[src/rtl/dma_chctl_pkg.sv]
`timescale 1ns/1ps
package dma_chctl_pkg;
  localparam int NCH    = 64;
  localparam int WORD_W = 32;
  localparam int CH_W   = $clog2(NCH);
  localparam int ADDR_W = 8;
  localparam int CAUSE_W = 10;
  localparam int NCMD   = 8;

  localparam logic [ADDR_W-1:0] A_CTRL    = 8'h00;
  localparam logic [ADDR_W-1:0] A_ERRSTAT = 8'h04;
  localparam logic [ADDR_W-1:0] A_REQEN_H = 8'h08;
  localparam logic [ADDR_W-1:0] A_REQEN_L = 8'h0C;
  localparam logic [ADDR_W-1:0] A_EIE_H   = 8'h10;
  localparam logic [ADDR_W-1:0] A_EIE_L   = 8'h14;
  localparam logic [ADDR_W-1:0] A_INT_H   = 8'h18;
  localparam logic [ADDR_W-1:0] A_INT_L   = 8'h1C;
  localparam logic [ADDR_W-1:0] A_ERR_H   = 8'h20;
  localparam logic [ADDR_W-1:0] A_ERR_L   = 8'h24;
  localparam logic [ADDR_W-1:0] A_DONE_H  = 8'h28;
  localparam logic [ADDR_W-1:0] A_DONE_L  = 8'h2C;
  localparam logic [ADDR_W-1:0] A_HWRQ_H  = 8'h30;
  localparam logic [ADDR_W-1:0] A_HWRQ_L  = 8'h34;
  localparam logic [ADDR_W-1:0] A_START_H = 8'h38;
  localparam logic [ADDR_W-1:0] A_START_L = 8'h3C;
  localparam logic [ADDR_W-1:0] A_CMD_BASE = 8'h40;

  // command slots, each one word apart from A_CMD_BASE
  typedef enum int {
    CMD_SET_REQ   = 0,
    CMD_CLR_REQ   = 1,
    CMD_SET_EIE   = 2,
    CMD_CLR_EIE   = 3,
    CMD_CLR_INT   = 4,
    CMD_CLR_ERR   = 5,
    CMD_SET_START = 6,
    CMD_CLR_DONE  = 7
  } cmd_slot_e;

  localparam int CTRL_RR_CHAN  = 2;
  localparam int CTRL_RR_GROUP = 3;

  function automatic logic [ADDR_W-1:0] cmd_addr(int slot);
    return A_CMD_BASE + ADDR_W'(4 * slot);
  endfunction

  function automatic logic is_cmd_addr(logic [ADDR_W-1:0] a);
    return (a >= A_CMD_BASE) && (a < cmd_addr(NCMD)) && (a[1:0] == 2'b00);
  endfunction

  function automatic logic [NCH-1:0] chan_onehot(logic [CH_W-1:0] ch);
    logic [NCH-1:0] v;
    v = '0;
    v[ch] = 1'b1;
    return v;
  endfunction

  // place a 32-bit word into the upper or lower half of a channel vector
  function automatic logic [NCH-1:0] word_place(logic upper, logic [WORD_W-1:0] d);
    return upper ? {d, {WORD_W{1'b0}}} : {{WORD_W{1'b0}}, d};
  endfunction

  function automatic logic [WORD_W-1:0] word_pick(logic upper, logic [NCH-1:0] v);
    return upper ? v[NCH-1:WORD_W] : v[WORD_W-1:0];
  endfunction

  function automatic logic [WORD_W-1:0] errstat_pack(logic [CH_W-1:0] ch,
                                                     logic [CAUSE_W-1:0] cause);
    logic [WORD_W-1:0] w;
    w        = '0;
    w[31]    = 1'b1;
    w[15:14] = cause[9:8];
    w[13:8]  = ch;
    w[7:0]   = cause[7:0];
    return w;
  endfunction
endpackage

[src/rtl/chctl_cmd_decode.sv]
`timescale 1ns/1ps
module chctl_cmd_decode
  import dma_chctl_pkg::*;
(
  input  logic              bus_wr,
  input  logic [ADDR_W-1:0] bus_addr,
  input  logic [7:0]        cmd_byte,
  output logic [NCMD-1:0]   cmd_fire_o,
  output logic [NCH-1:0]    cmd_vec_o
);
  logic ch_in_range;
  assign ch_in_range = (cmd_byte[7:CH_W] == '0);
  assign cmd_vec_o   = chan_onehot(cmd_byte[CH_W-1:0]);

  for (genvar i = 0; i < NCMD; i++) begin : g_cmd
    assign cmd_fire_o[i] = bus_wr && ch_in_range && (bus_addr == cmd_addr(i));
  end
endmodule

[src/rtl/chctl_bitvec.sv]
`timescale 1ns/1ps
module chctl_bitvec #(
  parameter int N = 64
) (
  input  logic         clk,
  input  logic         rst_n,
  input  logic [N-1:0] set_i,
  input  logic [N-1:0] clr_i,
  output logic [N-1:0] q_o
);
  // set has priority over clear on the same bit
  always_ff @(posedge clk or negedge rst_n) begin
    if (!rst_n) q_o <= '0;
    else        q_o <= (q_o & ~clr_i) | set_i;
  end
endmodule

[src/rtl/chctl_errstat.sv]
`timescale 1ns/1ps
module chctl_errstat
  import dma_chctl_pkg::*;
(
  input  logic               clk,
  input  logic               rst_n,
  input  logic               rpt_valid_i,
  input  logic [CH_W-1:0]    rpt_chan_i,
  input  logic [CAUSE_W-1:0] rpt_cause_i,
  input  logic               clr_i,
  output logic [WORD_W-1:0]  word_o,
  output logic               capture_o
);
  assign capture_o = rpt_valid_i && (!word_o[31] || clr_i);

  always_ff @(posedge clk or negedge rst_n) begin
    if (!rst_n)         word_o <= '0;
    else if (capture_o) word_o <= errstat_pack(rpt_chan_i, rpt_cause_i);
    else if (clr_i)     word_o <= '0;
  end
endmodule

[src/rtl/dma_chctl_regs.sv]
`timescale 1ns/1ps
module dma_chctl_regs
  import dma_chctl_pkg::*;
(
  input  logic               clk,
  input  logic               rst_n,
  input  logic               bus_wr,
  input  logic [7:0]         bus_addr,
  input  logic [31:0]        bus_wdata,
  output logic [31:0]        bus_rdata,
  input  logic [63:0]        done_evt_i,
  input  logic [63:0]        start_ack_i,
  input  logic [63:0]        hw_req_i,
  input  logic               err_rpt_valid_i,
  input  logic [5:0]         err_rpt_chan_i,
  input  logic [9:0]         err_rpt_cause_i,
  output logic [63:0]        req_en_o,
  output logic [63:0]        start_o,
  output logic [63:0]        irq_o,
  output logic               rr_chan_en_o,
  output logic               rr_group_en_o
);
  logic [NCMD-1:0] cmd_fire;
  logic [NCH-1:0]  cmd_vec;
  logic            upper_sel;
  logic [NCH-1:0]  wr_word;

  // named event wires for the checker
  logic            clr_err_fire;
  logic            err_capture;
  logic [WORD_W-1:0] errstat_w;

  logic [NCH-1:0] req_q, eie_q, int_q, err_q, done_q, start_q;
  logic [NCH-1:0] req_set, req_clr, eie_set, eie_clr;
  logic [NCH-1:0] int_set, int_clr, err_set, err_clr;
  logic [NCH-1:0] done_set, done_clr, start_set, start_clr;
  logic [1:0]     ctrl_q;

  chctl_cmd_decode u_dec (
    .bus_wr     (bus_wr),
    .bus_addr   (bus_addr),
    .cmd_byte   (bus_wdata[7:0]),
    .cmd_fire_o (cmd_fire),
    .cmd_vec_o  (cmd_vec)
  );

  assign upper_sel = ~bus_addr[2];
  assign wr_word   = word_place(upper_sel, bus_wdata);

  function automatic logic word_hit(logic [ADDR_W-1:0] a, logic [ADDR_W-1:0] hi_a);
    return (a == hi_a) || (a == hi_a + ADDR_W'(4));
  endfunction

  logic wr_req_word, wr_eie_word, wr_int_word, wr_err_word;
  assign wr_req_word = bus_wr && word_hit(bus_addr, A_REQEN_H);
  assign wr_eie_word = bus_wr && word_hit(bus_addr, A_EIE_H);
  assign wr_int_word = bus_wr && word_hit(bus_addr, A_INT_H);
  assign wr_err_word = bus_wr && word_hit(bus_addr, A_ERR_H);

  function automatic logic [NCH-1:0] gate(logic en, logic [NCH-1:0] v);
    return en ? v : '0;
  endfunction

  // whole-word writes: clear the addressed word, set the written ones
  assign req_set  = gate(cmd_fire[CMD_SET_REQ], cmd_vec) | gate(wr_req_word, wr_word);
  assign req_clr  = gate(cmd_fire[CMD_CLR_REQ], cmd_vec) |
                    gate(wr_req_word, word_place(upper_sel, '1));
  assign eie_set  = gate(cmd_fire[CMD_SET_EIE], cmd_vec) | gate(wr_eie_word, wr_word);
  assign eie_clr  = gate(cmd_fire[CMD_CLR_EIE], cmd_vec) |
                    gate(wr_eie_word, word_place(upper_sel, '1));
  assign int_set  = done_evt_i;
  assign int_clr  = gate(cmd_fire[CMD_CLR_INT], cmd_vec) | gate(wr_int_word, wr_word);
  assign err_set  = gate(err_rpt_valid_i, chan_onehot(err_rpt_chan_i));
  assign err_clr  = gate(cmd_fire[CMD_CLR_ERR], cmd_vec) | gate(wr_err_word, wr_word);
  assign done_set = done_evt_i;
  assign done_clr = gate(cmd_fire[CMD_CLR_DONE], cmd_vec);
  assign start_set = gate(cmd_fire[CMD_SET_START], cmd_vec);
  assign start_clr = start_ack_i;

  chctl_bitvec #(.N(NCH)) u_req   (.clk(clk), .rst_n(rst_n), .set_i(req_set),   .clr_i(req_clr),   .q_o(req_q));
  chctl_bitvec #(.N(NCH)) u_eie   (.clk(clk), .rst_n(rst_n), .set_i(eie_set),   .clr_i(eie_clr),   .q_o(eie_q));
  chctl_bitvec #(.N(NCH)) u_int   (.clk(clk), .rst_n(rst_n), .set_i(int_set),   .clr_i(int_clr),   .q_o(int_q));
  chctl_bitvec #(.N(NCH)) u_err   (.clk(clk), .rst_n(rst_n), .set_i(err_set),   .clr_i(err_clr),   .q_o(err_q));
  chctl_bitvec #(.N(NCH)) u_done  (.clk(clk), .rst_n(rst_n), .set_i(done_set),  .clr_i(done_clr),  .q_o(done_q));
  chctl_bitvec #(.N(NCH)) u_start (.clk(clk), .rst_n(rst_n), .set_i(start_set), .clr_i(start_clr), .q_o(start_q));

  assign clr_err_fire = cmd_fire[CMD_CLR_ERR];

  chctl_errstat u_estat (
    .clk         (clk),
    .rst_n       (rst_n),
    .rpt_valid_i (err_rpt_valid_i),
    .rpt_chan_i  (err_rpt_chan_i),
    .rpt_cause_i (err_rpt_cause_i),
    .clr_i       (clr_err_fire),
    .word_o      (errstat_w),
    .capture_o   (err_capture)
  );

  always_ff @(posedge clk or negedge rst_n) begin
    if (!rst_n)                          ctrl_q <= '0;
    else if (bus_wr && bus_addr == A_CTRL) ctrl_q <= {bus_wdata[CTRL_RR_GROUP], bus_wdata[CTRL_RR_CHAN]};
  end

  assign rr_chan_en_o  = ctrl_q[0];
  assign rr_group_en_o = ctrl_q[1];
  assign req_en_o      = req_q;
  assign start_o       = start_q;
  assign irq_o         = int_q | (err_q & eie_q);

  always_comb begin
    bus_rdata = '0;
    case (bus_addr)
      A_CTRL:    begin
                   bus_rdata[CTRL_RR_CHAN]  = ctrl_q[0];
                   bus_rdata[CTRL_RR_GROUP] = ctrl_q[1];
                 end
      A_ERRSTAT: bus_rdata = errstat_w;
      A_REQEN_H, A_REQEN_L: bus_rdata = word_pick(upper_sel, req_q);
      A_EIE_H,   A_EIE_L:   bus_rdata = word_pick(upper_sel, eie_q);
      A_INT_H,   A_INT_L:   bus_rdata = word_pick(upper_sel, int_q);
      A_ERR_H,   A_ERR_L:   bus_rdata = word_pick(upper_sel, err_q);
      A_DONE_H,  A_DONE_L:  bus_rdata = word_pick(upper_sel, done_q);
      A_HWRQ_H,  A_HWRQ_L:  bus_rdata = word_pick(upper_sel, hw_req_i);
      A_START_H, A_START_L: bus_rdata = word_pick(upper_sel, start_q);
      default:   bus_rdata = '0;
    endcase
  end
endmodule

[config.mk]
export PLATFORM = sky130hd
export DESIGN_NAME = dma_chctl_regs
export DESIGN_NICKNAME = d
export VERILOG_FILES = /design/src/rtl/dma_chctl_pkg.sv /design/src/rtl/chctl_cmd_decode.sv /design/src/rtl/chctl_bitvec.sv /design/src/rtl/chctl_errstat.sv /design/src/rtl/dma_chctl_regs.sv
export SDC_FILE = /design/constraint.sdc
export NUM_CORES = 1
export LEC_CHECK = 0
export CAP_MARGIN = 20
export CORE_ASPECT_RATIO = 1.2
export CORE_UTILIZATION = 56
export CTS_CLUSTER_SIZE = 8
export DETAILED_ROUTE_END_ITERATION = 10
export PLACE_DENSITY = 0.87
export SYNTH_ARGS = -nofsm -noshare
export SYNTH_HDL_FRONTEND = slang
export SYNTH_SLANG_ARGS = --single-unit
[constraint.sdc]
create_clock -name clk -period 5.3 [get_ports clk]
set_clock_uncertainty 0.1 [all_clocks]
set_input_delay 0.53 -clock clk [delete_from_list [all_inputs] [get_ports clk]]
set_output_delay 0.53 -clock clk [all_outputs]
set_load 0.02 [all_outputs]
==> impl_metrics.yaml, run 1 <==
floorplan:
  ios: 478
  num_rows: 79
  core_area_sq_um: 38900
  fp.dieArea_sq_um: 40400
  die_y_um: 220
  start_util_pct: 57.0
  fp.dieW_um: 184
synth:
  async_reset_ff_share_pct: 100
  netlist_top_cells_count: "dfrtp_1, mux2i_1, o221ai_1, o21ai_0, o22ai_1"
  synth_top_cell_by_area: "dfrtp_1"
  synth_area_sq_um: 22200
  syn_inst: 2114
  ys.flop_type: "dfrtp_1"
  yosysMostFrequentCell: "dfrtp_1"
  ys_types: 59
  synth_edf_count: 0
  synth_seq_cells: 403
  ys.warnings.count: 0
  netlist_top_cells_area: "dfrtp_1, mux2i_1, o221ai_1"
  synth_fp_nets: 2366
  yosysSeqAreaShare_pct: 45.4
  synth.avg_cell_area_sq_um: 10.5
  synth_top_area_share_pct: 45.4
sta:
  min_period_ps: 4790
  maxSlewViolCount: 0
  rsz0062_at_grt: "no"
  finalHoldViolCount: 0
  max_freq_mhz: 209
  worstMarginPinSlew_ps: 1220
  tns_ps: 0
  relSlewSlack_pct: 18.9
  postLayoutSetupSlackWorst_ps: 506
  setup_violations: 0
  fin_crit_sh_pct: 90.5
  hold_slack_ps: 390
drt:
  dr.first_iter.drc_count: 3096
  via_count: 22500
  wl_mm: 92.2
  routed_via_density: 7.39
  drc_errors: 0
  dr.pass1.iters: 9
  avgRoutedWirePerCell_um: 30.2
  drtAntennaViolNets: 0
critical_path:
  critPathCaptureType: "primary output"
  rr_worst_depth: 3
  required_ps: 4670
  crit_arrival_ps: 4160
  start_kind: "primary input"
  crit_fanout: 20
  path_class: "in -> out"
cts:
  tritoncts: "built"
  clk_latency_ps: 610
  cts_buffers: 56
  clk_transition_reported_paths_ps: 50
  cts_buffer_depth: 3
  cts_resized: 0
  h-tree-depth: 2
  root_buffer: "clkbuf_16"
  clock_sinks: 403
min_path:
  hp-class: "in -> reg"
  min_path_cells: 2
finish:
  fillerInstances: 2646
  design_area_sq_um: 28900
  utilization_pct: 74.2
  nets: 2767
  syn_to_final_growth_pct: 30.1
  stdcell_count: 3049
  drive_gt1_share_pct: 11.4
global_route:
  grt_pass1_vias: 23200
  grt_antenna_before_repair: 9
  grt_usage_pct: 45.1
  overflow: 0
  grt_first_pass_wirelength_mm: 137
  grt_max_degree: 134
placement:
  place_inst: 2982
  port_buffers: 477
  dp_hpwl_mm: 60.1
  dpl_cell_area_sq_um: 27400
  gp_congestion: 0.939
  place_ws_ps: 641
pwr:
  power_mw: 7.59
  power.density_nw_per_um2: 263
  ir_worst_vdd_uv: 234
  p_leak_nw: 10.8
run_status:
  outcome: "complete, no violations"
flow_run:
  maxCapViolCount: 0
final timing paths:
kind | end | start | slack (ps)
setup / recovery | bus_rdata[16] | bus_addr[4] | 510
hold / removal | u_start.q_o[26]$_DFF_PN0_ | start_ack_i[26] | 390
setup reg to reg | u_estat.word_o[4]$_DFFE_PN0P_ | u_estat.word_o[31]$_DFFE_PN0P_ | 3480
hold reg to reg | u_estat.word_o[2]$_DFFE_PN0P_ | u_estat.word_o[2]$_DFFE_PN0P_ | 410
max in group asynchronous | u_err.q_o[50]$_DFF_PN0_ | rst_n | 3350
min in group asynchronous | u_done.q_o[3]$_DFF_PN0_ | rst_n | 480
kinds of logic after synthesis:
logic type / count (synthesis) / synth area share [%]
AO/OA/AOI/OAI: 843 / 30.2
buffers and inverters: 257 / 4.76
flip-flops: 403 / 45.4
multiplexers: 225 / 10.3
AND/OR/NAND/NOR: 386 / 9.34
routing by layer:
| layer | track usage [%] | wire length (um) | vias up |
|---|---|---|---|
| met5 | 0 | 38 | - |
| met4 | 35.0 | 7610 | 6 |
| met3 | 12.6 | 11800 | 580 |
| met2 | 69.7 | 41700 | 2029 |
| met1 | 53.4 | 31100 | 10900 |
| li1 | - | - | 9031 |
critical path, cell delays in order:
cell and delay, ps:
clkdlybuf4s50_1 600, buf_4 270, or4_2 1060, nor2_2 730, a22oi_1 200, nand2_1 150, clkdlybuf4s50_1 620
state kept, by name (all words and copies together) (netlist names):
name,count
u_eie.q_o,64
u_int.q_o,64
u_done.q_o,64
u_start.q_o,64
u_estat.word_o,17
ctrl_q,2
u_req.q_o,64
u_err.q_o,64
layout by cell type (no fill, tap or decap), types with 25 or more instances in the layout:
| cell type | netlist | final |
|---|---|---|
| a21o_1 | 65 | 65 |
| buf_4 | 0 | 47 |
| clkbuf_16 | 0 | 57 |
| clkdlybuf4s50_1 | 0 | 475 |
| dfrtp_1 | 403 | 403 |
| inv_1 | 70 | 70 |
| mux2i_1 | 206 | 206 |
| nand2_1 | 155 | 155 |
| nand2b_1 | 130 | 130 |
| nor2_1 | 26 | 25 |
| o211ai_1 | 70 | 70 |
| o211ai_2 | 60 | 60 |
| o21ai_0 | 167 | 167 |
| o221ai_1 | 196 | 196 |
| o221ai_2 | 60 | 60 |
| o22ai_1 | 157 | 157 |
cell type report:
class	instances	area, sq um	area share, %
Antenna cell	6	15.0	0.0520
Clock buffer	57	1430	4.94
Clock inverter	3	25.0	0.0866
Inverter	71	267	0.923
Multi-Input combinational cell	1454	11200	38.7
Sequential cell	403	10100	34.9
Tap cell	526	658	2.28
Timing Repair Buffer	529	5230	18.1
timing repair:
action	CTS	global route
hold buffers	1	0
endpoints found under the hold margin	88	0
buffers inserted	0	0
power breakdown:
group / switching (mW) / internal, mW / total (mW) / leakage [nW]
registers: 0.173 / 3.24 / 3.41 / 4.82
logic: 0.528 / 0.467 / 0.996 / 5.28
clock network: 1.31 / 1.87 / 3.18 / 0.712
total: 2.01 / 5.58 / 7.59 / 10.8
Power figures use the tool's default switching activity.
==> run 2: changes to the inputs <==
Settings changed: SLEW_MARGIN from default to 20.
==> results of run 2 <==
No change in the layout: final DEF, timing and power equal those of run 1.
